$ cat src/rtl/tap_pkg.sv
package tap_pkg;
  localparam int DIR_W = 6;
  localparam int D_XN = 5;
  localparam int D_XP = 4;
  localparam int D_YN = 3;
  localparam int D_YP = 2;
  localparam int D_ZN = 1;
  localparam int D_ZP = 0;

  typedef enum logic {
    ST_IDLE = 1'b0,
    ST_WAIT = 1'b1
  } seq_state_e;
endpackage

$ cat src/rtl/tap_index.sv
module tap_index
  import tap_pkg::*;
#(
  parameter int DW = 16,
  parameter int TW = 8,
  localparam int PW = DW + 2
) (
  input  logic [2:0][DW-1:0] acc,
  input  logic [TW-1:0]      th_lo,
  input  logic [TW-1:0]      th_hi,
  output logic               in_rng,
  output logic [DIR_W-1:0]   dir_now
);
  logic [2:0][DW-1:0] mag;
  logic [2:0]         neg;
  logic [PW-1:0]      pidx;
  logic [PW-1:0]      lo_b;
  logic [PW-1:0]      hi_b;

  for (genvar g = 0; g < 3; g++) begin : g_axis
    assign neg[g] = acc[g][DW-1];
    assign mag[g] = neg[g] ? (~acc[g] + 1'b1) : acc[g];
  end

  assign pidx   = PW'(mag[0]) + PW'(mag[1]) + PW'(mag[2]);
  assign lo_b   = PW'(th_lo);
  assign hi_b   = PW'({th_hi, 1'b0});
  assign in_rng = (pidx >= lo_b) && (pidx <= hi_b);

  always_comb begin
    dir_now = '0;
    if (mag[0] >= mag[1] && mag[0] >= mag[2]) begin
      dir_now[neg[0] ? D_XN : D_XP] = 1'b1;
    end else if (mag[1] >= mag[2]) begin
      dir_now[neg[1] ? D_YN : D_YP] = 1'b1;
    end else begin
      dir_now[neg[2] ? D_ZN : D_ZP] = 1'b1;
    end
  end
endmodule

$ cat src/rtl/tap_seq.sv
module tap_seq
  import tap_pkg::*;
#(
  parameter int TW = 8,
  localparam int CW = TW + 2
) (
  input  logic             clk,
  input  logic             rst_n,
  input  logic             smp_vld,
  input  logic             in_rng,
  input  logic [DIR_W-1:0] dir_now,
  input  logic [TW-1:0]    t_lat,
  input  logic [TW-1:0]    t_win,
  input  logic [TW-1:0]    t_sep,
  input  logic             fast_rate,
  output logic             rep_single,
  output logic             rep_double,
  output logic [DIR_W-1:0] rep_dir
);
  seq_state_e       st_q, st_d;
  logic [CW-1:0]    cnt_q, cnt_d;
  logic [DIR_W-1:0] dir_q, dir_d;
  logic             prev_q, prev_d;
  logic             start;
  logic [CW-1:0]    k_now;
  logic [CW-1:0]    lat_l, win_l, sep_l;

  function automatic logic [CW-1:0] to_samples(input logic [TW-1:0] t, input logic f);
    return f ? (CW'(t) << 2) : (CW'(t) << 1);
  endfunction

  assign lat_l = to_samples(t_lat, fast_rate);
  assign win_l = to_samples(t_win, fast_rate);
  assign sep_l = to_samples(t_sep, fast_rate);
  assign start = in_rng & ~prev_q;
  assign k_now = cnt_q + 1'b1;
  assign rep_dir = dir_q;

  always_comb begin
    st_d       = st_q;
    cnt_d      = cnt_q;
    dir_d      = dir_q;
    prev_d     = prev_q;
    rep_single = 1'b0;
    rep_double = 1'b0;
    if (smp_vld) begin
      prev_d = in_rng;
      case (st_q)
        ST_IDLE: begin
          if (start) begin
            st_d  = ST_WAIT;
            cnt_d = '0;
            dir_d = dir_now;
          end
        end
        ST_WAIT: begin
          cnt_d = k_now;
          if (start && k_now > lat_l && k_now >= sep_l && k_now <= win_l) begin
            rep_double = 1'b1;
            st_d       = ST_IDLE;
          end else if (k_now >= win_l) begin
            rep_single = 1'b1;
            st_d       = ST_IDLE;
          end
        end
        default: st_d = ST_IDLE;
      endcase
    end
  end

  always_ff @(posedge clk or negedge rst_n) begin
    if (!rst_n) begin
      st_q   <= ST_IDLE;
      cnt_q  <= '0;
      dir_q  <= '0;
      prev_q <= 1'b0;
    end else if (smp_vld) begin
      st_q   <= st_d;
      cnt_q  <= cnt_d;
      dir_q  <= dir_d;
      prev_q <= prev_d;
    end
  end
endmodule

$ cat src/rtl/tap_flags.sv
module tap_flags
  import tap_pkg::*;
(
  input  logic             clk,
  input  logic             rst_n,
  input  logic             rep_single,
  input  logic             rep_double,
  input  logic [DIR_W-1:0] rep_dir,
  input  logic             int_rel,
  output logic             single_tap,
  output logic             double_tap,
  output logic [DIR_W-1:0] tap_dir
);
  logic             s_d, d_d;
  logic [DIR_W-1:0] dir_d;
  logic             upd;

  assign upd = rep_single | rep_double | int_rel;

  always_comb begin
    s_d   = 1'b0;
    d_d   = 1'b0;
    dir_d = '0;
    if (rep_single || rep_double) begin
      s_d   = rep_single;
      d_d   = rep_double;
      dir_d = rep_dir;
    end
  end

  always_ff @(posedge clk or negedge rst_n) begin
    if (!rst_n) begin
      single_tap <= 1'b0;
      double_tap <= 1'b0;
      tap_dir    <= '0;
    end else if (upd) begin
      single_tap <= s_d;
      double_tap <= d_d;
      tap_dir    <= dir_d;
    end
  end
endmodule

$ cat src/rtl/tap_detector.sv
module tap_detector
  import tap_pkg::*;
#(
  parameter int DW = 16,
  parameter int TW = 8
) (
  input  logic                 clk,
  input  logic                 rst_n,
  input  logic                 smp_vld,
  input  logic signed [DW-1:0] acc_x,
  input  logic signed [DW-1:0] acc_y,
  input  logic signed [DW-1:0] acc_z,
  input  logic [TW-1:0]        th_lo,
  input  logic [TW-1:0]        th_hi,
  input  logic [TW-1:0]        t_lat,
  input  logic [TW-1:0]        t_win,
  input  logic [TW-1:0]        t_sep,
  input  logic                 fast_rate,
  input  logic                 int_rel,
  output logic                 single_tap,
  output logic                 double_tap,
  output logic [DIR_W-1:0]     tap_dir
);
  logic [2:0][DW-1:0] acc;
  logic               in_rng;
  logic [DIR_W-1:0]   dir_now;
  logic               rep_single, rep_double;
  logic [DIR_W-1:0]   rep_dir;

  assign acc = {acc_z, acc_y, acc_x};

  tap_index #(.DW(DW), .TW(TW)) u_index (
    .acc     (acc),
    .th_lo   (th_lo),
    .th_hi   (th_hi),
    .in_rng  (in_rng),
    .dir_now (dir_now)
  );

  tap_seq #(.TW(TW)) u_seq (
    .clk        (clk),
    .rst_n      (rst_n),
    .smp_vld    (smp_vld),
    .in_rng     (in_rng),
    .dir_now    (dir_now),
    .t_lat      (t_lat),
    .t_win      (t_win),
    .t_sep      (t_sep),
    .fast_rate  (fast_rate),
    .rep_single (rep_single),
    .rep_double (rep_double),
    .rep_dir    (rep_dir)
  );

  tap_flags u_flags (
    .clk        (clk),
    .rst_n      (rst_n),
    .rep_single (rep_single),
    .rep_double (rep_double),
    .rep_dir    (rep_dir),
    .int_rel    (int_rel),
    .single_tap (single_tap),
    .double_tap (double_tap),
    .tap_dir    (tap_dir)
  );
endmodule

$ cat config.mk
export PLATFORM = sky130hd
export DESIGN_NAME = tap_detector
export DESIGN_NICKNAME = d
export VERILOG_FILES = /design/src/rtl/tap_pkg.sv /design/src/rtl/tap_index.sv /design/src/rtl/tap_seq.sv /design/src/rtl/tap_flags.sv /design/src/rtl/tap_detector.sv
export SDC_FILE = /design/constraint.sdc
export NUM_CORES = 1
export LEC_CHECK = 0
export BUFFER_PORTS_ARGS = -buffer_cell sky130_fd_sc_hd__buf_2
export CORE_MARGIN = 5
export CORE_UTILIZATION = 52
export DETAILED_ROUTE_END_ITERATION = 16
export PLACE_DENSITY = 0.75
export SLEW_MARGIN = 20
export SYNTH_ARGS = -nofsm -noshare
export SYNTH_HDL_FRONTEND = slang
export SYNTH_SLANG_ARGS = --single-unit
export TNS_END_PERCENT = 20
$ cat constraint.sdc
create_clock -name clk -period 4 [get_ports clk]
set_input_delay 0.2 -clock clk [delete_from_list [all_inputs] [get_ports clk]]
set_output_delay 0.2 -clock clk [all_outputs]
set_load 0.01 [all_outputs]
==> run_results.csv <==
group,metric,value,unit
drt,drt_iter0_drc,283,
clocking,clockBufferDepth,2,
critical_path,crit_path_frequent_cell,"or3_4",
clocking,clock-sinks,26,
synthesis,syn_inst,765,
min_path,min_path_cells,4,
global_routing,grt_pass1_wl,28610,um
die,die_height,117.5,um
critical_path,required,4.13,ns
sta,max_freq,187.1,MHz
global_routing,overflow,0,
synthesis,yosys_warnings,0,
critical_path,crit_chain,"buf_6, or3_4, or3_4, o31a_1, xor2_1, ha_1, a21oi_2, nand2_1, xor2_1, ha_1, or3_4, and2_4, ha_4, nand4_1, or3_4, a221o_1, o21bai_1, nor4b_2, nand4_2, nor4_4, buf_4, a31oi_4, mux2i_1",
critical_path,cp-end-kind,"flip-flop",
drt,finalWirelength,17370,um
sta,fin_ws,-1.345,ns
synthesis,synth_top_area_share,26.04,%
synthesis,yosysSeqAreaShare,10.83,%
critical_path,setup.worst_path.start_class,"primary input",
run_status,status,"complete, but fails checks",
synthesis,synthTopCellsByArea,"ha_1 (26%), dfrtp_1 (11%), xnor2_1 (7.9%), inv_1 (5.1%), mux2i_1 (4.5%)",
critical_path,rr_startpoint,"u_seq.cnt_q[0]",
synthesis,synth_fp_nets,985,
die,ios,101,
synthesis,ys_types,60,
cells_and_area,area_growth,39.33,%
run_status,failed_checks,"setup timing",
global_routing,track_usage,23.80,%
power_and_ir_drop,p_leak,4.427,nW
drt,drt_pre_antenna_iters,5,
critical_path,criticalPathCategory,"in -> reg",
cells_and_area,fin_nets,1270,
sta,max_slew_margin,53.98,%
clocking,cts_tree,"done",
sta,final-max-slew-violation-count,0,
power_and_ir_drop,ir_drop,0.4330,mV
cells_and_area,final_util,73.60,%
global_routing,grt_max_degree,28,
sta,skew,0.005720,ns
drt,avgRoutedWirePerCell,14.56,um
critical_path,worstPathArrival,5.47,ns
critical_path,critical_path.slowest_cell,"or3_4",
synthesis,ys.flop_type,"dfrtp_1",
clocking,htree_levels,1,
die,die_w,117.5,um
power_and_ir_drop,power,0.003289,W
critical_path,ff2ff_setup_slack,0.62,ns
min_path,min-delay-start,"int_rel",
cells_and_area,drive_gt1_share,32.41,%
min_path,hold_end,"u_flags.tap_dir[5]",
sta,setup_viol,26,
clocking,clk_latency,0.26,ns
clocking,cts_root_buffer,"clkbuf_16",
drt,viasPerCell,5.552,
global_routing,first_global_vias,6516,
synthesis,synth_edf_count,0,
clocking,clkTransAtPathRegs,0.06,ns
critical_path,critical_path_peak_fanout,7,
sta,worst_pin_slew,0.6840,ns
placed_design,pre_cts_slack,-1.728,ns
synthesis,synth-seq-cells,26,
power_and_ir_drop,power_density,393.1,mW/mm2
drt,drc,0,
critical_path,cpPeakStageDelay,0.40,ns
die,core_area,0.01137,mm2
critical_path,reg2regPathDepth,13,
synthesis,async_reset_ff_share,100.0,%
sta,min_period,5.345,ns
sta,rsz0062_at_grt,"yes",
synthesis,synth_area,0.006006,mm2
die,die-area,0.01380,mm2
sta,period_share,133.6,%
sta,hold_viol,0,
clocking,numCtsBuffers,3,
die,initial_core_util,52.82,%
synthesis,yosys.area.top_type,"ha_1",
placed_design,detailed_place_hpwl,15090,um
placed_design,gp_congestion,0.9276,
min_path,hold_path_class,"in -> reg",
drt,postRouteAntennaNets,0,
die,rows,39,
placed_design,port_buffers,100,
synthesis,syn_area_per_cell,7.851,um2
drt,num_vias,6623,
critical_path,reg2reg_to,"u_flags.tap_dir[0]",
global_routing,antenna_found_initial,1,
job,maxCapViolCount,0,
-- metal layers --
metal | global-route usage, % | share of wire (%) | vias up
li1 | - | - | 3333
met1 | 28.55 | 42 | 3054
met2 | 44.06 | 51 | 181
met3 | 1.442 | 3.6 | 55
met4 | 9.247 | 3.7 | 0
met5 | 0 | 0 | -
-- synth_stat cells, drive strengths merged, types with 3 or more instances --
library cell	instances
nand3	14
nor4b	3
nand4	7
o31ai	13
or3	13
nor4	8
o21bai	10
xnor2	54
o41ai	6
nor3	16
xor2	19
nor2b	15
nor2	33
a21oi	44
a211oi	10
nand2b	15
o211ai	8
a21o	18
mux2i	27
clkbuf	12
ha	125
o31a	4
nand2	66
inv	81
o21ai	50
o21a	12
a22o	10
a31oi	6
o22ai	7
dfrtp	26
-- power breakdown --
part	internal, W	leakage (nW)	switching (W)	total, W
sequential	0.000306	0.332	0.0000336	0.000340
clock	0.000199	0.0511	0.0000886	0.000288
combinational	0.00137	4.04	0.00129	0.00266
total	0.00188	4.43	0.00141	0.00329
-- flip-flops by register name, indices dropped and copies added, names as in the netlist --
| name | count |
|---|---|
| u_seq.cnt_q | 10 |
| u_seq.st_q | 1 |
| u_flags.double_tap | 1 |
| u_flags.single_tap | 1 |
| u_flags.tap_dir | 6 |
| u_seq.prev_q | 1 |
| u_seq.rep_dir | 6 |
-- area by class of cell --
class | count | area, um2
multi-input cells | 645 | 5165
fillers | 880 | 3002
repair buffers | 293 | 1962
flip-flops and latches | 26 | 650.6
inverters | 81 | 304.0
well taps | 143 | 178.9
clock buffers | 3 | 75.07
clock inverters | 1 | 30.03
diodes | 1 | 2.502
-- how the worst max path moves through the flow --
stage,startpoint,endpoint,slack [ns],depth (start not counted)
finish,acc_x[3],u_flags.tap_dir[0],-1.34,23
floorplan,acc_x[3],u_seq.cnt_q[0],-1.24,22
CTS,acc_x[3],u_flags.single_tap,-1.32,23
global placement,acc_x[3],u_seq.st_q,-1.52,25
global route,acc_x[3],u_seq.st_q,-1.56,26
detailed placement,acc_x[3],u_seq.st_q,-1.73,26
-- logic make-up after synthesis --
kind of cell	Yosys count	share of synthesized area (%)
xor gates and xnor gates	73	10.65
buffers and inverters	94	5.896
adders and majority gates	128	26.88
and+or+nand+nor	204	17.54
muxes	29	4.875
AOI/OAI and AO/OA	211	23.33
DFF	26	10.83
-- through the flow --
step,std cells,area [um2],hold slack [ns],TNS [ns]
after CTS,1191,8280,0.3182,-31.84
after global placement,1182,8070,0.2081,-37.68
after global routing,1193,8368,0.3471,-38.55
final,1193,8368,0.3154,-32.65
after detailed placement,1182,8070,0.2148,-42.40
after floorplan,765,6042,-0.09559,-29.39
-- placed cells by master (no fill, tap or decap), types with 7 or more instances in the layout --
cell type  instances
nand2b_1          15
dfrtp_1           26
inv_1             81
o21a_1            12
or3_1              8
buf_4            191
buf_2             99
mux2i_1           27
nor3_1            16
a22o_1            10
a21o_1            18
xnor2_1           54
xor2_1            18
a21oi_1           39
nor2_1            33
o211ai_1           8
a211oi_1           7
o21ai_0           42
nand2_1           65
o31ai_1           10
o21bai_1           9
nor2b_1           14
nand3_1           12
ha_1             122
-- worst max-delay path: cells and delay by family --
kind                     cells  cell delay (ns)
XOR/XNOR                     2             0.31
AND/OR/NAND/NOR             10             2.52
adder cells (fa/ha/maj)      3             0.92
buffers and inverters        2             0.29
multiplexers                 1             0.18
AO/OA/AOI/OAI                5             1.07
-- repair_timing --
item | CTS | global route
hold endpoints to repair | 26 | 0
pin swaps | 5 | 3
setup buffers | 4 | 0
gates resized for setup | 16 | 16
gates cloned | 0 | 1
hold buffers | 1 | 0
setup endpoints to repair | 26 | 26
Note: power is estimated with default switching activity, not from simulation.
